## src/rtl/dtc_pkg.sv

```systemverilog
package dtc_pkg;
  typedef enum logic [1:0] {
    CNT_HOLD   = 2'd0,
    CNT_LOAD   = 2'd1,
    CNT_DOWN   = 2'd2,
    CNT_FREEZE = 2'd3
  } cnt_act_e;
endpackage

```

## src/rtl/dtc_counter.sv

```systemverilog
module dtc_counter
  import dtc_pkg::*;
#(
  parameter int CNT_W = 32
) (
  input  logic             clk,
  input  logic             rst_n,
  input  logic             sync_init,
  input  logic [CNT_W-1:0] init_seed,
  input  logic             tick,
  input  logic             ld_valid,
  input  logic [CNT_W-1:0] ld_data,
  input  logic             freeze_req,
  output logic [CNT_W-1:0] count_o,
  output logic             frozen_o,
  output logic             uflow_o
);
  localparam logic [CNT_W-1:0] ALL_ONES = {CNT_W{1'b1}};

  function automatic logic [CNT_W-1:0] step_down(input logic [CNT_W-1:0] v);
    return v - CNT_W'(1);
  endfunction

  function automatic logic borrows(input logic [CNT_W-1:0] v);
    return (v == '0);
  endfunction

  logic [CNT_W-1:0] cnt_q;
  logic             frz_q;
  cnt_act_e         act;

  always_comb begin
    if (ld_valid)        act = CNT_LOAD;
    else if (frz_q)      act = CNT_HOLD;
    else if (freeze_req) act = CNT_FREEZE;
    else if (tick)       act = CNT_DOWN;
    else                 act = CNT_HOLD;
  end

  assign uflow_o = (act == CNT_DOWN) && borrows(cnt_q);

  always_ff @(posedge clk) begin
    if (!rst_n) begin
      cnt_q <= sync_init ? ~init_seed : '0;
      frz_q <= 1'b0;
    end else begin
      unique case (act)
        CNT_LOAD:   begin cnt_q <= ld_data; frz_q <= 1'b0; end
        CNT_FREEZE: frz_q <= 1'b1;
        CNT_DOWN:   cnt_q <= step_down(cnt_q);
        default:    ;
      endcase
    end
  end

  assign count_o  = cnt_q;
  assign frozen_o = frz_q;

  assert_load_takes_R1: assert property (@(posedge clk) disable iff (!rst_n)
    ld_valid |=> (cnt_q == $past(ld_data)) && !frz_q);

  assert_frozen_holds_R7: assert property (@(posedge clk) disable iff (!rst_n)
    (frz_q && !ld_valid) |=> $stable(cnt_q) && frz_q);

  assert_freeze_enters_R7: assert property (@(posedge clk) disable iff (!rst_n)
    (freeze_req && !ld_valid) |=> frz_q && (cnt_q == $past(cnt_q)));

  assert_wrap_R4: assert property (@(posedge clk) disable iff (!rst_n)
    uflow_o |=> (cnt_q == ALL_ONES));

  assert_no_event_frozen_R9: assert property (@(posedge clk) disable iff (!rst_n)
    frz_q |-> !uflow_o);
endmodule

```

## src/rtl/dtc_events.sv

```systemverilog
module dtc_events #(
  parameter int EV_W   = 8,
  parameter int TM_IDX = 5
) (
  input  logic            clk,
  input  logic            rst_n,
  input  logic            mask_wr,
  input  logic [EV_W-1:0] mask_data,
  input  logic            ack_wr,
  input  logic [EV_W-1:0] ack_data,
  input  logic [EV_W-1:0] ev_set,
  input  logic            uflow,
  input  logic            frozen,
  output logic [EV_W-1:0] pend_o,
  output logic [EV_W-1:0] mask_o,
  output logic            irq_o,
  output logic            freeze_req_o
);
  localparam logic [EV_W-1:0] TM_BIT = EV_W'(1) << TM_IDX;

  function automatic logic [EV_W-1:0] clear_then_set(
    input logic [EV_W-1:0] cur, input logic [EV_W-1:0] clr, input logic [EV_W-1:0] set);
    return (cur & ~clr) | set;
  endfunction

  logic [EV_W-1:0] pend_q, mask_q, pend_d, clr_vec, set_vec;
  logic            irq_q;

  assign clr_vec      = ack_wr ? ack_data : '0;
  assign set_vec      = ev_set | (uflow ? TM_BIT : '0);
  assign pend_d       = clear_then_set(pend_q, clr_vec, set_vec);
  assign freeze_req_o = ack_wr && ack_data[TM_IDX] && !mask_q[TM_IDX] && !frozen;

  always_ff @(posedge clk) begin
    if (!rst_n) begin
      pend_q <= '0;
      mask_q <= '0;
      irq_q  <= 1'b0;
    end else begin
      pend_q <= pend_d;
      if (mask_wr) mask_q <= mask_data;
      irq_q  <= ack_wr && (|(pend_d & mask_q));
    end
  end

  assign pend_o = pend_q;
  assign mask_o = mask_q;
  assign irq_o  = irq_q;

  assert_ack_clears_R6: assert property (@(posedge clk) disable iff (!rst_n)
    ack_wr |=> ((pend_q & $past(ack_data) & ~$past(set_vec)) == '0));

  assert_uflow_pends_R4: assert property (@(posedge clk) disable iff (!rst_n)
    uflow |=> pend_q[TM_IDX]);

  assert_irq_after_ack_R11: assert property (@(posedge clk) disable iff (!rst_n)
    ack_wr |=> (irq_q == (|(pend_q & $past(mask_q)))));

  assert_irq_needs_ack_R11: assert property (@(posedge clk) disable iff (!rst_n)
    !ack_wr |=> !irq_q);

  assert_mask_write_R12: assert property (@(posedge clk) disable iff (!rst_n)
    mask_wr |=> (mask_q == $past(mask_data)));
endmodule

```

## src/rtl/dec_timer_chan.sv

```systemverilog
module dec_timer_chan #(
  parameter int CNT_W  = 32,
  parameter int EV_W   = 8,
  parameter int TM_IDX = 5
) (
  input  logic             clk,
  input  logic             rst_n,
  input  logic             sync_init,
  input  logic [CNT_W-1:0] tb_low,
  input  logic             tick,
  input  logic             ld_valid,
  input  logic [CNT_W-1:0] ld_data,
  input  logic             mask_wr,
  input  logic [EV_W-1:0]  mask_data,
  input  logic             ack_wr,
  input  logic [EV_W-1:0]  ack_data,
  input  logic [EV_W-1:0]  ev_set,
  output logic [CNT_W-1:0] count_o,
  output logic             frozen_o,
  output logic [EV_W-1:0]  pending_o,
  output logic [EV_W-1:0]  mask_o,
  output logic             irq_o
);
  logic uflow_w;
  logic freeze_req_w;
  logic frozen_w;

  dtc_counter #(.CNT_W(CNT_W)) u_cnt (
    .clk        (clk),
    .rst_n      (rst_n),
    .sync_init  (sync_init),
    .init_seed  (tb_low),
    .tick       (tick),
    .ld_valid   (ld_valid),
    .ld_data    (ld_data),
    .freeze_req (freeze_req_w),
    .count_o    (count_o),
    .frozen_o   (frozen_w),
    .uflow_o    (uflow_w)
  );

  dtc_events #(.EV_W(EV_W), .TM_IDX(TM_IDX)) u_ev (
    .clk          (clk),
    .rst_n        (rst_n),
    .mask_wr      (mask_wr),
    .mask_data    (mask_data),
    .ack_wr       (ack_wr),
    .ack_data     (ack_data),
    .ev_set       (ev_set),
    .uflow        (uflow_w),
    .frozen       (frozen_w),
    .pend_o       (pending_o),
    .mask_o       (mask_o),
    .irq_o        (irq_o),
    .freeze_req_o (freeze_req_w)
  );

  assign frozen_o = frozen_w;

  assert_reset_state_R10: assert property (@(posedge clk)
    !rst_n |=> (pending_o == '0) && (mask_o == '0) && !frozen_o && !irq_o);

  assert_pend_kept_on_load_R5: assert property (@(posedge clk) disable iff (!rst_n)
    (pending_o[TM_IDX] && ld_valid && !(ack_wr && ack_data[TM_IDX])) |=> pending_o[TM_IDX]);
endmodule

```

## config.mk

```make
export PLATFORM = sky130hd
export DESIGN_NAME = dec_timer_chan
export DESIGN_NICKNAME = d
export VERILOG_FILES = /design/src/rtl/dtc_pkg.sv /design/src/rtl/dtc_counter.sv /design/src/rtl/dtc_events.sv /design/src/rtl/dec_timer_chan.sv
export SDC_FILE = /design/constraint.sdc
export NUM_CORES = 1
export LEC_CHECK = 0
export BUFFER_PORTS_ARGS = -buffer_cell sky130_fd_sc_hd__buf_2
export CAP_MARGIN = 20
export CORE_ASPECT_RATIO = 0.5
export CORE_MARGIN = 2
export CORE_UTILIZATION = 47
export CTS_CLUSTER_SIZE = 28
export DETAILED_ROUTE_END_ITERATION = 8
export PLACE_DENSITY_LB_ADDON = 0.3
export SLEW_MARGIN = 0
export SYNTH_ARGS = -nofsm -noshare
export SYNTH_HDL_FRONTEND = slang
export SYNTH_HIERARCHICAL = 1
export SYNTH_SLANG_ARGS = --single-unit
```

## constraint.sdc

```tcl
create_clock -name clk -period 3.9 [get_ports clk]
set_clock_uncertainty 0.05 [all_clocks]
set_input_delay 0.39 -clock clk [delete_from_list [all_inputs] [get_ports clk]]
set_output_delay 0.39 -clock clk [all_outputs]
set_load 0.1 [all_outputs]
```

# Yosys cells after proc, flatten, opt, wreduce, memory -nomap -nowiden
# Cells that the tools add are included.
# op_classes
addsub	1
n_eq_ne	4
n_mux	10
bitwise_logic	6
reduce_logical	10
# ops
cell	n
2-to-1 mux 32 bit	2
one-hot mux 32 bit (2 select lines)	1
logical NOT 32 bit	1
inverter 32 bit	1
subtractor 32 x 1 -> 32 bit (second input constant)	1
bitwise AND 8 bit	2
OR 8 bit	2
2-to-1 mux 2 bit	4
2-to-1 mux 8 bit	1
inverter 8 bit	1
OR reduction 8 bit	1
2-to-1 mux 6 bit	1
logical AND 1 bit	5
== test 2 bit (second input constant)	2
inequality test 3 x 1 -> 1 bit (second input constant)	1
== test 2 x 1 -> 1 bit (second input constant)	1
logical NOT 1 bit	2
one-hot mux 1 bit (2 select lines)	1
nonzero test 2 bit	1
# totals
ff_bits	50
in_bits	95
out_inout_bits	50
elab_cells	36

# Logic depth before layout (Yosys ltp)
# logic_depth
ltp_word	14
depth_mapped	10

# Cells and area by module
# Netlist, hierarchy kept.
# modules_own_cells
module	n_inst	cells_per_inst	area_per_inst_um2	seq_area_each_um2
dtc_counter	1	219	2289.7	980.9
dtc_events	1	76	732.0	340.3

# Worst setup path after synthesis
# Ideal clock, no wire load.
# synth_path
path_kind	reg2reg
from	reg u_cnt.cnt_q[16], in the netlist u_cnt/count_o[16]
to	reg u_ev.irq_q, in the netlist u_ev/irq_o
arrival_ps	3091
required_time_ps	3773
setup_slack_ps	682
stages_incl_launch_ff	10
path_buffers	1
period_less_slack_ps	3218
cell_sequence	edfxtp_1 -> or4_4 -> or3_1 -> buf_6 -> nor3_4 -> inv_1 -> nor4_1 -> a211oi_2 -> o221a_2 -> a41oi_2
# synth_between
elab_chain_cells	8
# synth_rtl
item	line_no	text
start, declared	dtc_counter.sv:28	logic [CNT_W-1:0] cnt_q;
start signal, assigned	dtc_counter.sv:44	cnt_q <= sync_init ? ~init_seed : '0;
start signal, assigned	dtc_counter.sv:50	CNT_DOWN: cnt_q <= step_down(cnt_q);
logical NOT 32 bit	dtc_counter.sv:25	return (v == '0);
logical AND 1 bit	dtc_counter.sv:40	assign uflow_o = (act == CNT_DOWN) && borrows(cnt_q);
net uflow_w	dec_timer_chan.sv:24	logic uflow_w;
2-to-1 mux 6 bit	dtc_events.sv:30	assign set_vec = ev_set | (uflow ? TM_BIT : '0);
OR 8 bit	dtc_events.sv:30	
OR 8 bit	dtc_events.sv:23	return (cur & ~clr) | set;
bitwise AND 8 bit	dtc_events.sv:42	irq_q <= ack_wr && (|(pend_d & mask_q));
OR reduction 8 bit	dtc_events.sv:42	
logical AND 1 bit	dtc_events.sv:42	
end signal, assigned	dtc_events.sv:42	
end, declared	dtc_events.sv:27	logic irq_q;
# The timed path passes the listed nets, and every way through them passes these cells.
# A chain may end at the register's enable or synchronous reset.

# Worst setup path in the final report
# Ends and elaborated chain as after synthesis.

==> results.sh <==
export IMPL_outcome="finished, final reports clean"
export IMPL_hold_violations=0
export IMPL_cts_sinks=50
export IMPL_power_density_nw_per_um2=451.1
export IMPL_synth_edf_count=32
export IMPL_synth_warnings=6
export IMPL_design_area_um2=3943
export IMPL_post_route_util=0.6431
export IMPL_cp_slowest_stage_delay_ps=590
export IMPL_grt_pass1_vias=2857
export IMPL_synthToLayoutAreaGrowth_pct=30.48
export IMPL_grt_max_degree=33
export IMPL_ioPinCount=145
export IMPL_hold_ws_ps=297.9
export IMPL_dr_pass1_iters=4
export IMPL_postPlaceCellArea_um2=3802
export IMPL_grt_usage=0.2296
export IMPL_fin_setup_tns_ps=0
export IMPL_maxCapViolCount=0
export IMPL_period_minus_slack_ps=3198
export IMPL_rsz0062_at_grt="false"
export IMPL_cts_buffer_depth=2
export IMPL_holdBufCountCts=0
export IMPL_cts_resized=0
export IMPL_syn_area_um2=3022
export IMPL_ir_worst_vdd_mv=0.2434
export IMPL_cp_end_kind="flop"
export IMPL_drc=0
export IMPL_clk_pin_slew_ps=60
export IMPL_dp_cells=517
export IMPL_row_count=20
export IMPL_ys_flop_type="edfxtp_1"
export IMPL_leakagePower_nw=1.679
export IMPL_diodes=0
export IMPL_slew_headroom=0.4680
export IMPL_vias=2815
export IMPL_instances_no_fill=525
export IMPL_initial_core_util=0.4929
export IMPL_ant_nets=0
export IMPL_worstHoldStart="ld_valid"
export IMPL_fp_dieW_um=117.4
export IMPL_insertion_delay_ps=290
export IMPL_worst_pin_slew_ps=798.0
export IMPL_hpwl_um=6186
export IMPL_required_ps=4060
export IMPL_yosysSeqAreaShare=0.4373
export IMPL_yosysUniqueCellTypes=54
export IMPL_clockRootBuffer="clkbuf_16"
export IMPL_post_cts_buffers=0
export IMPL_post_drt_via_cell_ratio=5.362
export IMPL_gp_congestion=0.8589
export IMPL_h_tree_depth=2
export IMPL_avgSynthCellArea_um2=10.24
export IMPL_arrival_ps=3350
export IMPL_cts_tree="built"
export IMPL_grt_overflow_total=0
export IMPL_dieArea_um2=7125
export IMPL_die_height_um=60.70
export IMPL_syn_nets=391
export IMPL_drive_above_1_share=0.4279
export IMPL_slowest_stage="or4_4"
export IMPL_hold_path_class="input pin to flop"
export IMPL_async_flop_share=0
export IMPL_finalCritPeriodShare=0.8200
export IMPL_first_iter_violations=165
export IMPL_routed_wl_um=8230
export IMPL_setup_viol=0
export IMPL_cts_buffers=5
export IMPL_num_nets_final=532
export IMPL_start_kind="flop"
export IMPL_crit_type="flop to flop"
export IMPL_drv_slew=0
export IMPL_grt_pass1_wl_um=12970
export IMPL_drt_wirelength_per_cell_um=15.68
export IMPL_syn_inst=295
export IMPL_max_freq_mhz=312.7
export IMPL_port_buffers=144
export IMPL_grt_antenna_before_repair=0
export IMPL_fp_coreArea_um2=6131
export IMPL_rr_startpoint="u_cnt/count_o[16]$_DFFE_PP_"
export IMPL_crit_start="u_cnt/count_o[16]$_DFFE_PP_"
export IMPL_crit_fanout=9
export IMPL_ys_seq_elements=50
export IMPL_critical_path_cell_chain="or4_4 -> or3_1 -> nor3_4 -> inv_1 -> nor4_1 -> a211oi_2 -> o221a_2 -> a41oi_2"
per-stage QoR:
step / total power, mW / setup slack (ps)
floorplan: 1.219 / 682.5
global placement: 1.349 / 859.9
detailed placement: 1.360 / 712.7
CTS: 1.789 / 676.6
global route: 1.844 / 525.5
finish: 1.779 / 702.0
cells in the final DEF, fill, tap and decap left out, types with 3 or more instances in the layout:
| cell type | Yosys | layout |
|---|---|---|
| a21oi_1 | 12 | 12 |
| buf_2 | 1 | 144 |
| buf_4 | 0 | 6 |
| clkbuf_16 | 0 | 5 |
| dfxtp_1 | 18 | 18 |
| edfxtp_1 | 32 | 32 |
| inv_1 | 8 | 8 |
| mux2i_1 | 10 | 10 |
| nand2_1 | 37 | 37 |
| nand2b_1 | 3 | 3 |
| nor2_1 | 22 | 22 |
| nor2b_1 | 15 | 15 |
| nor3_1 | 6 | 6 |
| nor3_2 | 4 | 4 |
| nor4_1 | 4 | 4 |
| nor4_2 | 5 | 5 |
| o21ai_0 | 10 | 10 |
| o221ai_1 | 13 | 13 |
| o221ai_2 | 7 | 7 |
| o22ai_1 | 8 | 8 |
| or3_1 | 5 | 5 |
| xnor2_1 | 22 | 22 |
logic make-up (layout without fill, tap and decap cells):
kind of cell	after synthesis	count (layout)	synth area share
AND/OR/NAND/NOR	121	121	0.2406
AO/OA/AOI/OAI	65	65	0.1739
flip-flops	50	50	0.4373
XOR/XNOR	24	24	0.06956
buffers and inverters	24	166	0.04140
multiplexers	10	10	0.03313
adder cells (fa/ha/maj)	1	1	0.004140
sequential cells by signal (all words and copies together), names as in the netlist:
signal	cells
u_ev/pend_o	8
u_ev/irq_o	1
u_cnt/frozen_o	1
u_ev/mask_o	8
u_cnt/count_o	32
synthesized netlist by cell type (3+ instances only):
cell type / n / share of area
o22ai_1: 8 / 0.017
inv_1: 8 / 0.0099
nor2b_1: 15 / 0.031
clkbuf_1: 11 / 0.014
buf_6: 3 / 0.011
nand2b_1: 3 / 0.0062
dfxtp_1: 18 / 0.12
o221ai_1: 13 / 0.038
nor4_2: 5 / 0.021
nor2_1: 22 / 0.027
nand2_1: 37 / 0.046
o21ai_0: 10 / 0.017
o221ai_2: 7 / 0.035
nor3_1: 6 / 0.0099
mux2i_1: 10 / 0.033
nor4_1: 4 / 0.0083
xnor2_1: 22 / 0.064
or3_1: 5 / 0.010
nor3_2: 4 / 0.013
a21oi_1: 12 / 0.020
edfxtp_1: 32 / 0.32
worst paths after layout:
path	endpoint	slack, ps	cells after the start
worst max-delay path	u_ev/irq_o$_SDFF_PN0_	700	8
worst min-delay path	u_cnt/frozen_o$_SDFFE_PN0P_	300	2
worst max register to register	u_ev/irq_o$_SDFF_PN0_	700	8
worst min register to register	u_ev/pend_o[4]$_SDFF_PN0_	480	2
critical path, delay by kind of cell (launching register included):
family / cells / cell delay [ps]
AO/OA/AOI/OAI: 3 / 550
flip-flops: 1 / 480
AND/OR/NAND/NOR: 4 / 1960
buffers and inverters: 1 / 70
where the power goes:
part	internal, mW	total, mW	switching [mW]	leakage [nW]
clock network	0.246	0.429	0.183	0.0686
registers	0.625	0.684	0.0585	0.498
logic	0.152	0.666	0.513	1.11
total	1.02	1.78	0.755	1.68
layer usage:
metal,vias to the layer above,track usage,part of all wire
met4,0,0.05680,0.0070
met1,1314,0.2744,0.42
met2,106,0.4277,0.50
li1,1388,-,-
met5,-,0,0
met3,7,0.06391,0.075
cell type report:
class                   count  area (um2)
fillers                   528        2188
multi-input cells         221        1575
flip-flops and latches     50        1321
repair buffers            150       765.7
clock buffers               8       140.1
well taps                  88       110.1
inverters                   8       30.03
(Power assumes the default switching activity.)
